### config.mk
export PLATFORM = sky130hd
export DESIGN_NAME = wakeup_timer
export DESIGN_NICKNAME = d
export VERILOG_FILES = /design/src/rtl/wakeup_timer.sv
export SDC_FILE = /design/constraint.sdc
export NUM_CORES = 1
export LEC_CHECK = 0
export BUFFER_PORTS_ARGS = -buffer_cell sky130_fd_sc_hd__clkbuf_2
export CORE_MARGIN = 5
export CORE_UTILIZATION = 40
export DETAILED_ROUTE_END_ITERATION = 16
export PLACE_DENSITY = 0.68
export SLEW_MARGIN = 20
export SYNTH_ARGS = -nofsm -noshare
export SYNTH_HDL_FRONTEND = slang
export SYNTH_SLANG_ARGS = --single-unit
### constraint.sdc
create_clock -name clk -period 3 [get_ports clk]
set_input_delay 0.15 -clock clk [delete_from_list [all_inputs] [get_ports clk]]
set_output_delay 0.15 -clock clk [all_outputs]
set_load 0.1 [all_outputs]
### src/rtl/wakeup_timer.sv
module wakeup_timer #(
  parameter int RW     = 16,
  parameter int DIV_W  = 4,
  parameter int SETTLE = 2
) (
  input  logic          clk,
  input  logic          rst_n,
  input  logic          rtc_tick,
  input  logic          sec_tick,
  input  logic          tmr_en,
  input  logic          irq_en,
  input  logic [2:0]    clk_sel,
  input  logic [RW-1:0] reload,
  input  logic          flag_clr,
  output logic          wake_flag,
  output logic          wake_irq,
  output logic          wr_ok
);
  localparam int CW = RW + 1;
  localparam int SW = $clog2(SETTLE + 1);

  logic          running;
  logic [DIV_W-1:0] pre;
  logic [CW-1:0] cnt;
  logic [RW-1:0] rel_q;
  logic [2:0]    sel_q;
  logic [SW-1:0] settle;

  logic [2:0]       eff_sel;
  logic [RW-1:0]    eff_rel;
  logic [DIV_W-1:0] mask;
  logic [CW-1:0]    start_val;
  logic             start, div_hit, step, wrap;

  assign eff_sel   = wr_ok ? clk_sel : sel_q;
  assign eff_rel   = wr_ok ? reload  : rel_q;
  assign mask      = {DIV_W{1'b1}} >> eff_sel[1:0];
  assign start_val = {eff_sel[2] & eff_sel[1], eff_rel};
  assign start     = tmr_en && !running;
  assign div_hit   = rtc_tick && ((pre & mask) == mask);
  assign step      = running && (eff_sel[2] ? sec_tick : div_hit);
  assign wrap      = step && (cnt == '0);
  assign wr_ok     = !running && (settle == SW'(SETTLE));
  assign wake_irq  = wake_flag && irq_en;

  always_ff @(posedge clk or negedge rst_n) begin
    if (!rst_n) begin
      running <= 1'b0;
      pre     <= '0;
      cnt     <= '0;
      rel_q   <= '0;
      sel_q   <= '0;
      settle  <= SW'(SETTLE);
    end else begin
      running <= tmr_en;
      if (!running)     pre <= '0;
      else if (rtc_tick) pre <= pre + 1'b1;
      if (start)        cnt <= start_val;
      else if (wrap)    cnt <= start_val;
      else if (step)    cnt <= cnt - 1'b1;
      if (wr_ok) begin
        rel_q <= reload;
        sel_q <= clk_sel;
      end
      if (running)                                     settle <= '0;
      else if (rtc_tick && settle != SW'(SETTLE))      settle <= settle + 1'b1;
    end
  end

  always_ff @(posedge clk or negedge rst_n) begin
    if (!rst_n)        wake_flag <= 1'b0;
    else if (wrap)     wake_flag <= 1'b1;
    else if (flag_clr) wake_flag <= 1'b0;
  end

  assert_flag_clear_R6: assert property (@(posedge clk) disable iff (!rst_n)
    $fell(wake_flag) |-> $past(flag_clr));
  assert_flag_needs_tick_R2: assert property (@(posedge clk) disable iff (!rst_n)
    $rose(wake_flag) |-> $past(rtc_tick || sec_tick));
  assert_flag_only_running_R10: assert property (@(posedge clk) disable iff (!rst_n)
    $rose(wake_flag) |-> $past(running));
  assert_busy_when_enabled_R8: assert property (@(posedge clk) disable iff (!rst_n)
    $past(tmr_en) |-> !wr_ok);
  assert_settings_held_R9: assert property (@(posedge clk) disable iff (!rst_n)
    !$past(wr_ok) |-> ($stable(rel_q) && $stable(sel_q)));
  assert_irq_gated_R7: assert property (@(posedge clk) disable iff (!rst_n)
    !irq_en |-> !wake_irq);
endmodule

After elaboration in Yosys (flattened, before gate mapping). Cells that the tools add are included. Widths: inputs -> output; s select.

Bits in registers: 44. Input port bits: 26. Output and inout port bits: 3. Word-level logic and storage cells: 41.

$add $sub $neg: 3. Bitwise logic cells: 2. Equal/unequal tests: 4. Mux-type cells: 12. Reductions and logical operators: 12. Shift-type cells: 1.

Operators by type and width (number): $mux 17 (3); $logic_not 17->1 (1); $sub 17x1->17 const B (1); $mux 16 (1); $mux 4 (2); $logic_and 1x1->1 (7); $add 4x1->4 const B (1); $and 4x4->4 (1); $eq 4x4->1 (1); $mux 2 (2); $ne 2x2->1 const B (2); $reduce_bool 2->1 (2); $shr 4x2->4 const A (1); $mux 1 (3); $mux 3 (1); $reduce_bool 3->1 (1); $add 2x1->2 const B (1); $eq 2x2->1 const B (1); $and 1x1->1 (1); $logic_not 1->1 (1).

Depth between registers and ports, before layout. Gate-level depths: netlist (run 1).

Word-level depth: 12. Depth in mapped cells: 10.

Worst setup path before layout (run 1). OpenSTA, ideal clock, no wires.

Path type: register -> register. From: register settle[1]. To: register cnt[13]. Period minus slack after synthesis: 2430 ps. Data arrival time: 2351 ps. Stages on the path, launching flop included: 9. Setup time: 78 ps. Path slack: 570 ps. Data required time: 2922 ps. Path buffers: 1. Cell sequence: dfstp_2 > ha_1 > nand2b_4 > inv_1 > clkbuf_1 > nand2_1 > nand2_1 > a21oi_1 > o2bb2ai_1.

RTL lines: start: declaration (line 27) `logic [SW-1:0] settle;`; start signal: assignment (line 53) `settle <= SW'(SETTLE);`; start signal: assignment (line 66) `else if (rtc_tick && settle != SW'(SETTLE)) settle <= settle + 1'b1;`; $eq 2x2->1 (*) (line 43) `assign wr_ok = !running && (settle == SW'(SETTLE));`; $logic_and 1x1->1 (*) (line 43); named net wr_ok (line 17) `output logic wr_ok`; $mux 16 (*); named net eff_rel[13] (line 30) `logic [RW-1:0] eff_rel;`; $mux 17 (line 59) `else if (wrap) cnt <= start_val;`; $mux 17 (*) (line 58) `if (start) cnt <= start_val;`; end signal: assignment (line 58); end signal: assignment (line 59); end signal: assignment (line 60) `else if (step) cnt <= cnt - 1'b1;`; end: declaration (line 24) `logic [CW-1:0] cnt;`.

Mark *: on every way through the listed nets, which the timed path passes. The rest lies on a longest branch. A chain may end at the register's enable or synchronous reset.

Final worst setup path (run 1).
From: register cnt[0]. To: register cnt[10].

Word-level cells in the longest chain between the ends: 4.

Ends and longest elaborated chain (line): $sub 17x1->17 or $logic_not 17->1 (tied branches) (60, 42); $mux 17 or $logic_and 1x1->1 (tied branches) (60, 42); $mux 17 (59); $mux 17 (58).

Several ways; a longest one is shown, not always the timed one. The select of a mux whose other input is x is not followed.

==> flow_summary.toml, run 1 <==
[clock_tree]
cts-root-buf = "clkbuf_8"
clk_latency_ps = 290
cts_tree = "built"
htree_levels = 2
cts_buffers = 5
cts_buffer_depth = 2
cts.clk_slew.worst_paths_ps = 80
cts_sinks = 44
cts_setup_buffers = 0

[sta]
skew_ps = 5.21
hold_viol = 0
maxSlewHeadroom = 0.504
fin_ws_ps = 307
rsz0062_at_grt = "no"
setup_viol = 0
min_period_over_period = 0.898
min_period_ps = 2690
drv_slew = 0
fmax_ghz = 0.371
tns_ps = 0
tightest_slew_ps = 743

[synth]
ys_warn_count = 0
synth-xor-area-share = 0.0229
yosys.area_share.simple = 0.248
synthAdderAreaFrac = 0.0164
postSynthAreaPerCell_um2 = 9.72
synthMuxAreaShare = 0.0267
ys_ff_latch = 44
synthArstFlopShare = 1.00
synth_cell_type_count = 57
synth_top_family_by_area = "simple AND/OR/NAND/NOR gates"
synth-edff-count = 0
syn_inst = 236
synth-main-ff-cell = "dfrtp_1"
synth_fp_nets = 265
synth_compound_area_frac = 0.167
seq_area_frac_synth = 0.481
synth.cell_area_mm2 = 0.00229

[placement]
preCtsSetupSlack_ps = 264
routabilityCongestion = 0.798
dp_hpwl_mm = 3.67
io_buffers = 28

[setup_path]
cp_max_fo = 12
crit_chain = "inv_1 > ha_1 > nor2b_1 > nand4b_1 > or3_1 > o21ai_2 > a32oi_1"
arrival_ps = 2840
critPathTopFamily = "simple AND/OR/NAND/NOR gates"
path_buf_inv = 1
slowest_stage = "or3_1"
critPathLaunchType = "register"
required_ps = 3150
reg2reg_from = "cnt[0]"
worstSetupPathType = "register to register"
critPathLaunch = "cnt[0]"
slowest_delay_ps = 550
endpoint_kind = "register"

[power_and_ir_drop]
powerDensity_mw_per_mm2 = 824
ir_drop_mv = 0.451
p_leak_nw = 1.24

[route]
drt-total-wl_mm = 5.16
ant_nets = 0
wl_per_cell_um = 15.1
dr.pass1.iters = 4
route.detailed.drc = 0
vias = 1863
drt_iter0_markers = 94
vias_per_cell = 5.46

[hold_path]
hp-start = "flag_clr"
hp-class = "input pin to register"

[cells_and_area]
layout-drive-gt1-share = 0.204
areaGrowthSynthToFinish_pct = 15.1
final_nets = 297
final_cell_mix = "nand2_1 (56), dfrtp_1 (43), clkbuf_2 (27)"
insertedDiodeCount = 0
layout_commonest_cell = "nand2_1"

[die]
dieArea_mm2 = 0.00735
io_pins = 29
die_x_um = 85.7
core_mm2 = 0.00554
die_h_um = 85.7
placementRows = 27
start_util = 0.414

[grt]
grt_pass1_wl_mm = 8.87
grt_util_all_layers = 0.152
grt_overflow = 0
grt_max_degree = 45
antenna_found_initial = 0
grt_pass1_vias = 1797

[outcome]
status = "finished clean"

[run]
max_cap_violations = 0
-- registers in the layout, indices dropped and copies added (netlist names) --
signal,flops
sel_q,3
pre,4
rel_q,16
wake_flag,1
settle,2
cnt,17
running,1
-- final timing paths --
kind / endpoint / slack, ps / depth (start not counted)
worst min-delay path: wake_flag / 50 / 2
min in group asynchronous: pre[0] / 390 / 2
max in group asynchronous: cnt[14] / 2220 / 2
worst max-delay path: cnt[10] / 310 / 7
worst min register to register: rel_q[10] / 480 / 2
worst max register to register: cnt[10] / 310 / 7
-- metrics by stage --
step	total power [mW]	util	cell area, um2	hold WS, ps	cells
global route	2.34	0.476	2640	50.9	341
detailed placement	1.73	0.452	2500	289	331
CTS	2.18	0.473	2620	38.0	340
floorplan	1.53	-	2290	-146	236
global placement	1.70	0.452	2500	286	331
finish	2.17	0.476	2640	45.4	341
-- worst reg2reg max path, stage by stage, from the launching register on --
cell,delay [ps]
dfrtp_1,420
inv_1,110
ha_1,280
nor2b_1,200
nand4b_1,260
or3_1,550
o21ai_2,550
a32oi_1,190
-- synthesized netlist by cell type (3+ instances only) --
| cell | instances | area [um2] |
|---|---|---|
| a211o_1 | 4 | 35.0 |
| a21oi_1 | 9 | 45.0 |
| a221o_1 | 3 | 30.0 |
| a32oi_1 | 3 | 26.3 |
| and2_1 | 3 | 18.8 |
| clkbuf_1 | 5 | 18.8 |
| dfrtp_1 | 43 | 1080 |
| ha_1 | 3 | 37.5 |
| inv_1 | 8 | 30.0 |
| nand2_1 | 56 | 210 |
| nor2_1 | 12 | 45.0 |
| nor2b_1 | 4 | 25.0 |
| nor3_1 | 10 | 50.1 |
| nor4_1 | 4 | 25.0 |
| o211a_1 | 3 | 30.0 |
| o21ai_0 | 5 | 25.0 |
| o22ai_1 | 3 | 18.8 |
| o311a_1 | 4 | 40.0 |
| xnor2_1 | 3 | 26.3 |
| xor2_1 | 3 | 26.3 |
-- kinds of logic after synthesis --
logic type,Yosys count
buffers and inverters,18
adder cells (fa/ha/maj),3
AND/OR/NAND/NOR,111
multiplexers,5
XOR/XNOR,6
AO/OA/AOI/OAI,49
flip-flops,44
-- metal layers --
layer  wire length, um  global-route usage
met5                 0                   0
met4                59              0.0475
met3               228              0.0327
met2              2410               0.243
met1              2470               0.207
-- power by group --
group | switching [mW] | internal [mW] | leakage, nW
Combinational | 0.407 | 0.331 | 0.648
Sequential | 0.167 | 0.828 | 0.536
Clock | 0.194 | 0.247 | 0.0552
Total | 0.768 | 1.41 | 1.24
-- final cells by class --
type	count	area, um2
Inverter	8	30.0
Clock inverter	2	35.0
Tap cell	72	90.1
Sequential cell	44	1100
Multi-Input combinational cell	174	1110
Timing Repair Buffer	35	200
Clock buffer	6	72.6
Fill cell	553	2900
-- repair_timing --
item                                   CTS  global route
endpoints found under the hold margin    1            43
resized for setup                        0             0
hold buffers                             1             1
No activity file was read; power rests on OpenSTA's default activity.
==> run 2: changes to the inputs <==
--- a/config.mk
+++ b/config.mk
@@ -5,11 +5,12 @@
 export SDC_FILE = /design/constraint.sdc
 export NUM_CORES = 1
 export LEC_CHECK = 0
+export ABC_AREA = 1
 export BUFFER_PORTS_ARGS = -buffer_cell sky130_fd_sc_hd__clkbuf_2
 export CORE_MARGIN = 5
 export CORE_UTILIZATION = 40
 export DETAILED_ROUTE_END_ITERATION = 16
-export PLACE_DENSITY = 0.68
+export PLACE_DENSITY = 0.67
 export SLEW_MARGIN = 20
 export SYNTH_ARGS = -nofsm -noshare
 export SYNTH_HDL_FRONTEND = slang
==> run 2 against run 1 <==
Synthesized area grew 6.0%. Fmax rose by 16%. Combinational power increased by 3.8%. Total power barely moved. Synthesized cell count grew 30%. Critical path depth is 7 higher. Worst setup slack better by 370 ps. Sequential power decreased by 4.1%. Wire length about the same. Clock skew is 2.5 ps higher. Non-clock buffer count is 3 lower. Largest cell class unchanged. Largest power group unchanged.
==> flow_summary.toml, run 2 <==
[synth]
postSynthAreaPerCell_um2 = 7.94
synth.top_cells.by_count = "nand2_1 (103), dfrtp_1 (43), inv_1 (30)"
seq_area_frac_synth = 0.453
yosysMostFrequentCell = "nand2_1"
ys_warn_count = 0
synth_compound_area_frac = 0.0839
yosys.area.top_type = "dfrtp_1"
synth-xor-area-share = 0.0288
synth_cell_type_count = 36
yosys.area_share.simple = 0.329
synth_fp_nets = 335
synth_top_area_frac = 0.443
synthAdderAreaFrac = 0.0154
synth_area_leaders = "dfrtp_1 (44%), nand2_1 (16%), inv_1 (4.6%), nand3_1 (4.3%), nor2_1 (4.0%)"
ys_ff_latch = 44
syn_inst = 306
synth.cell_area_mm2 = 0.00243
synth-edff-count = 0
synth_top_family_by_area = "simple AND/OR/NAND/NOR gates"
synth-main-ff-cell = "dfrtp_1"
synthArstFlopShare = 1.00
synthMuxAreaShare = 0.00412

[placement]
dp_hpwl_mm = 3.86
place_area_mm2 = 0.00261
preCtsSetupSlack_ps = 691
io_buffers = 28
dp_cells = 404
routabilityCongestion = 0.886

[clock_tree]
clk_latency_ps = 300
cts.clk_slew.worst_paths_ps = 80
htree_levels = 2
cts-root-buf = "clkbuf_8"
cts_buffers = 5
cts_tree = "built"
cts_buffer_depth = 2
cts_sinks = 44

[power_and_ir_drop]
ir_drop_mv = 0.313
powerDensity_mw_per_mm2 = 792
total_power_mw = 2.17
p_leak_nw = 1.45

[route]
dr.pass1.iters = 4
dr_wl_met3_um = 194
wl_per_cell_um = 12.5
vias_per_cell = 4.77
drt-total-wl_mm = 5.16
vias = 1974
highest_layer = "met4"
route.detailed.drc = 0
routedLengthMet1_mm = 2.60
ant_nets = 0
met2WireLength_mm = 2.30
drt_iter0_markers = 124

[grt]
grt_util_all_layers = 0.144
grt_overflow = 0
grt_max_degree = 30
antenna_found_initial = 0
grt_pass1_wl_mm = 8.69
grt_pass1_vias = 1851

[sta]
setup_viol = 0
rsz0062_at_grt = "no"
min_period_over_period = 0.774
drv_slew = 0
hold_slack_ps = 43.4
fmax_ghz = 0.430
fin_ws_ps = 677
skew_ps = 7.67
maxSlewHeadroom = 0.500
tns_ps = 0
tightest_slew_ps = 750
min_period_ps = 2320
hold_viol = 0

[setup_path]
endpoint_kind = "register"
arrival_ps = 2510
cpMostUsedCell = "nand2_1"
slowest_delay_ps = 530
crit_chain = "ha_1 > nand2_4 > inv_4 > nand2_2 > nand2_2 > inv_2 > nor2_1 > nor2_2 > nand2_2 > nand2_4 > nand2_1 > nand2_1 > nand2_1 > nand2_1"
critPathLaunchType = "register"
cp_max_fo = 27
worstSetupPathType = "register to register"
required_ps = 3190
slowest_stage = "dfstp_2"

[die]
die_x_um = 88.0
die_h_um = 88.0
placementRows = 28
core_mm2 = 0.00592
io_pins = 29
dieArea_mm2 = 0.00774
start_util = 0.411

[cells_and_area]
areaGrowthSynthToFinish_pct = 12.8
largestRegisters = "cnt: 17 flops, rel_q: 16 flops, pre: 4 flops"
layout_commonest_cell = "nand2_1"
layout-drive-gt1-share = 0.206
largest_reg_flops = 17
final_cell_mix = "nand2_1 (103), dfrtp_1 (43), inv_1 (30)"
fin_cells = 414
stdcell_area_mm2 = 0.00274
fin_util = 0.463
regMostFlops = "cnt"
insertedDiodeCount = 0
final_nets = 367

[outcome]
status = "finished clean"

[run]
max_cap_violations = 0

[hold_path]
hp-class = "input pin to register"
[run 2: timing repair]
action | in CTS | in global routing
setup buffers | 0 | 0
endpoints found under the hold margin | 28 | 0
gates resized for setup | 0 | 0
hold buffers | 2 | 0
[run 2: final cells by class]
| type | instances | area (um2) |
|---|---|---|
| inverter | 36 | 138 |
| multi-input combinational | 219 | 1120 |
| tap | 75 | 93.8 |
| fill | 588 | 3180 |
| timing repair buffer | 32 | 175 |
| sequential | 44 | 1100 |
| clock inverter | 3 | 42.5 |
| clock buffer | 5 | 68.8 |
[run 2: final timing paths]
path	depth (start not counted)	slack (ps)	end	from
hold reg to reg	2	490	rel_q[8]	rel_q[8]
setup reg to reg	14	680	cnt[2]	settle[1]
max in group asynchronous	3	1860	rel_q[3]	rst_n
min in group asynchronous	2	450	wake_flag	rst_n
setup / recovery	14	680	cnt[2]	settle[1]
hold / removal	2	40	wake_flag	flag_clr
[run 2: cell families after synthesis]
kind of cell,count (synthesis)
buf+inv,43
flops,44
xor+xnor,8
fa+ha+maj,3
mux,1
compound gates,30
simple gates,177
[run 2: power by group]
group          leakage [nW]  switching [mW]  total (mW)  internal [mW]
clock                0.0541           0.206       0.453          0.246
sequential            0.535           0.149       0.954          0.805
combinational         0.862           0.474       0.766          0.292
[run 2: worst max-delay path: cells and delay by family (launching register included)]
kind	cells	cell delay, ps
buffers and inverters	2	260
adder cells (fa/ha/maj)	1	220
flip-flops	1	530
AND/OR/NAND/NOR	11	1190
[run 2: per-layer routing]
layer	track usage	up-vias
met3	0.0329	4
met4	0.0474	0
met5	0	-
met2	0.223	41
li1	-	1029
met1	0.200	900
==> run 3: changes to the inputs <==
--- a/config.mk
+++ b/config.mk
@@ -10,7 +10,7 @@
 export CORE_MARGIN = 5
 export CORE_UTILIZATION = 40
 export DETAILED_ROUTE_END_ITERATION = 16
-export PLACE_DENSITY = 0.67
+export PLACE_DENSITY = 0.7
 export SLEW_MARGIN = 20
 export SYNTH_ARGS = -nofsm -noshare
 export SYNTH_HDL_FRONTEND = slang
==> constraint.sdc (replaced) <==
create_clock -name clk -period 2.1 [get_ports clk]
set_input_delay 0.105 -clock clk [delete_from_list [all_inputs] [get_ports clk]]
set_output_delay 0.105 -clock clk [all_outputs]
set_load 0.1 [all_outputs]
==> run 3 against run 2 <==
Sequential power increased by 42%. Critical endpoint is now cnt[14]. Combinational power up 53%. Global-route usage decreased by 0.17 points. Largest power group unchanged.
==> flow_summary.toml, run 3 (synthesis gave the netlist of run 2 again) <==
[outcome]
status = "finished clean"

[clock_tree]
cts-root-buf = "clkbuf_8"
cts_setup_buffers = 0
cts_sinks = 44
htree_levels = 2
cts.clk_slew.worst_paths_ps = 80
cts_buffers = 5
cts_tree = "built"
cts_buffer_depth = 2
clk_latency_ps = 300

[sta]
tightest_slew_ps = 561
maxSlewHeadroom = 0.626
hold_viol = 0
tns_ps = 0
min_period_ps = 1950
skew_ps = 9.27
setup_viol = 0
drv_slew = 0
fmax_ghz = 0.512
min_period_over_period = 0.930

[route]
ant_nets = 0
wl_per_cell_um = 12.2
route.detailed.drc = 0
vias = 2029
vias_per_cell = 4.79
drt_iter0_markers = 141
drt-total-wl_mm = 5.16
dr.pass1.iters = 4

[setup_path]
slowest_delay_ps = 540
crit_chain = "ha_2 > nand2_4 > inv_4 > nand2_1 > nand3_2 > nand2_1 > nand2_1 > nand2_1 > nand2_4 > nand2_8 > buf_4 > nand3_1 > nand3_1"
cpMostUsedCell = "nand2_1"
arrival_ps = 2140
path_buf_inv = 2
r2r_slack_ps = 150
worstSetupPathType = "register to register"
cp_max_fo = 11
critPathTopFamily = "simple AND/OR/NAND/NOR gates"
critPathLaunchType = "register"
slowest_stage = "dfstp_2"
endpoint_kind = "register"
required_ps = 2290

[cells_and_area]
fin_cells = 424
final_nets = 377
insertedDiodeCount = 0
largest_reg_flops = 17
regMostFlops = "cnt"
nFillCells = 587
layout-drive-gt1-share = 0.229
final_cell_mix = "nand2_1 (102), dfrtp_1 (43), inv_1 (30)"
stdcell_area_mm2 = 0.00284
fin_util = 0.480
largestRegisters = "cnt: 17 flops, rel_q: 16 flops, pre: 4 flops"
areaGrowthSynthToFinish_pct = 16.9
layout_commonest_cell = "nand2_1"

[placement]
io_buffers = 28
dp_cells = 412
routabilityCongestion = 0.869
place_area_mm2 = 0.00267
dp_hpwl_mm = 3.67

[power_and_ir_drop]
total_power_mw = 3.16
p_leak_nw = 1.51
powerDensity_mw_per_mm2 = 1110
ir_drop_mv = 0.466

[grt]
antenna_found_initial = 0
grt_pass1_wl_mm = 8.70
grt_util_all_layers = 0.143
grt_overflow = 0
grt_pass1_vias = 1862
grt_max_degree = 45

[die]
dieArea_mm2 = 0.00774
die_x_um = 88.0
core_mm2 = 0.00592
io_pins = 29
die_h_um = 88.0
start_util = 0.411
placementRows = 28

[hold_path]
hp-class = "input pin to register"

[run]
max_cap_violations = 0
==> run 3: cell count changes in the layout (fill, tap and decap cells not counted) <==
cell | previous run | this run
dlygate4sd3_1 | 2 | 3
clkinvlp_4 | 1 | 0
buf_4 | 2 | 11
clkbuf_2 | 28 | 27
ha_2 | 0 | 1
ha_1 | 3 | 2
nand2_8 | 0 | 1
clkbuf_1 | 0 | 1
nand2_4 | 4 | 5
nand2_1 | 103 | 102
==> run 3: through the flow <==
stage                     setup WS, ps  hold slack [ps]
after global routing             -14.2             45.6
final                              147             30.7
after floorplan                    232             -191
after detailed placement          66.2              221
after CTS                         46.4             29.3
after global placement             152              220
==> run 3: final cells by class <==
cell class	count	area, um2	share of cell area
Multi-Input combinational cell	220	1150	0.406
Tap cell	75	93.8	0.0330
Inverter	36	138	0.0484
Timing Repair Buffer	41	248	0.0872
Sequential cell	44	1100	0.388
Clock buffer	6	72.6	0.0255
Clock inverter	2	35.0	0.0123
==> run 3: tightest hold or removal path: stages <==
cell and delay (ps):
clkbuf_2 70, nand2_1 40, nand2_1 70
==> run 3: layer usage <==
metal	track usage	routed length, um	up-vias
li1	-	-	1050
met1	0.194	2450	925
met2	0.224	2330	45
met3	0.0301	291	9
met4	0.0530	93	0
met5	0	0	-
==> run 3: worst paths after layout <==
path / start / to / depth (start not counted)
max in group asynchronous: rst_n / cnt[8] / 3
worst max register to register: settle[1] / cnt[14] / 13
worst max-delay path: settle[1] / cnt[14] / 13
worst min register to register: rel_q[5] / rel_q[5] / 2
min in group asynchronous: rst_n / running / 3
worst min-delay path: reload[14] / rel_q[14] / 3
==> run 3: where the power goes <==
group	total, mW	internal [mW]	switching (mW)
combinational	1.17	0.469	0.700
clock	0.637	0.353	0.284
sequential	1.35	1.15	0.201
total	3.16	1.97	1.18
==> run 3: timing repair <==
item	in CTS	in global routing
hold buffers	3	0
resized for setup	0	4
hold endpoints to repair	45	0
setup endpoints to repair	0	12
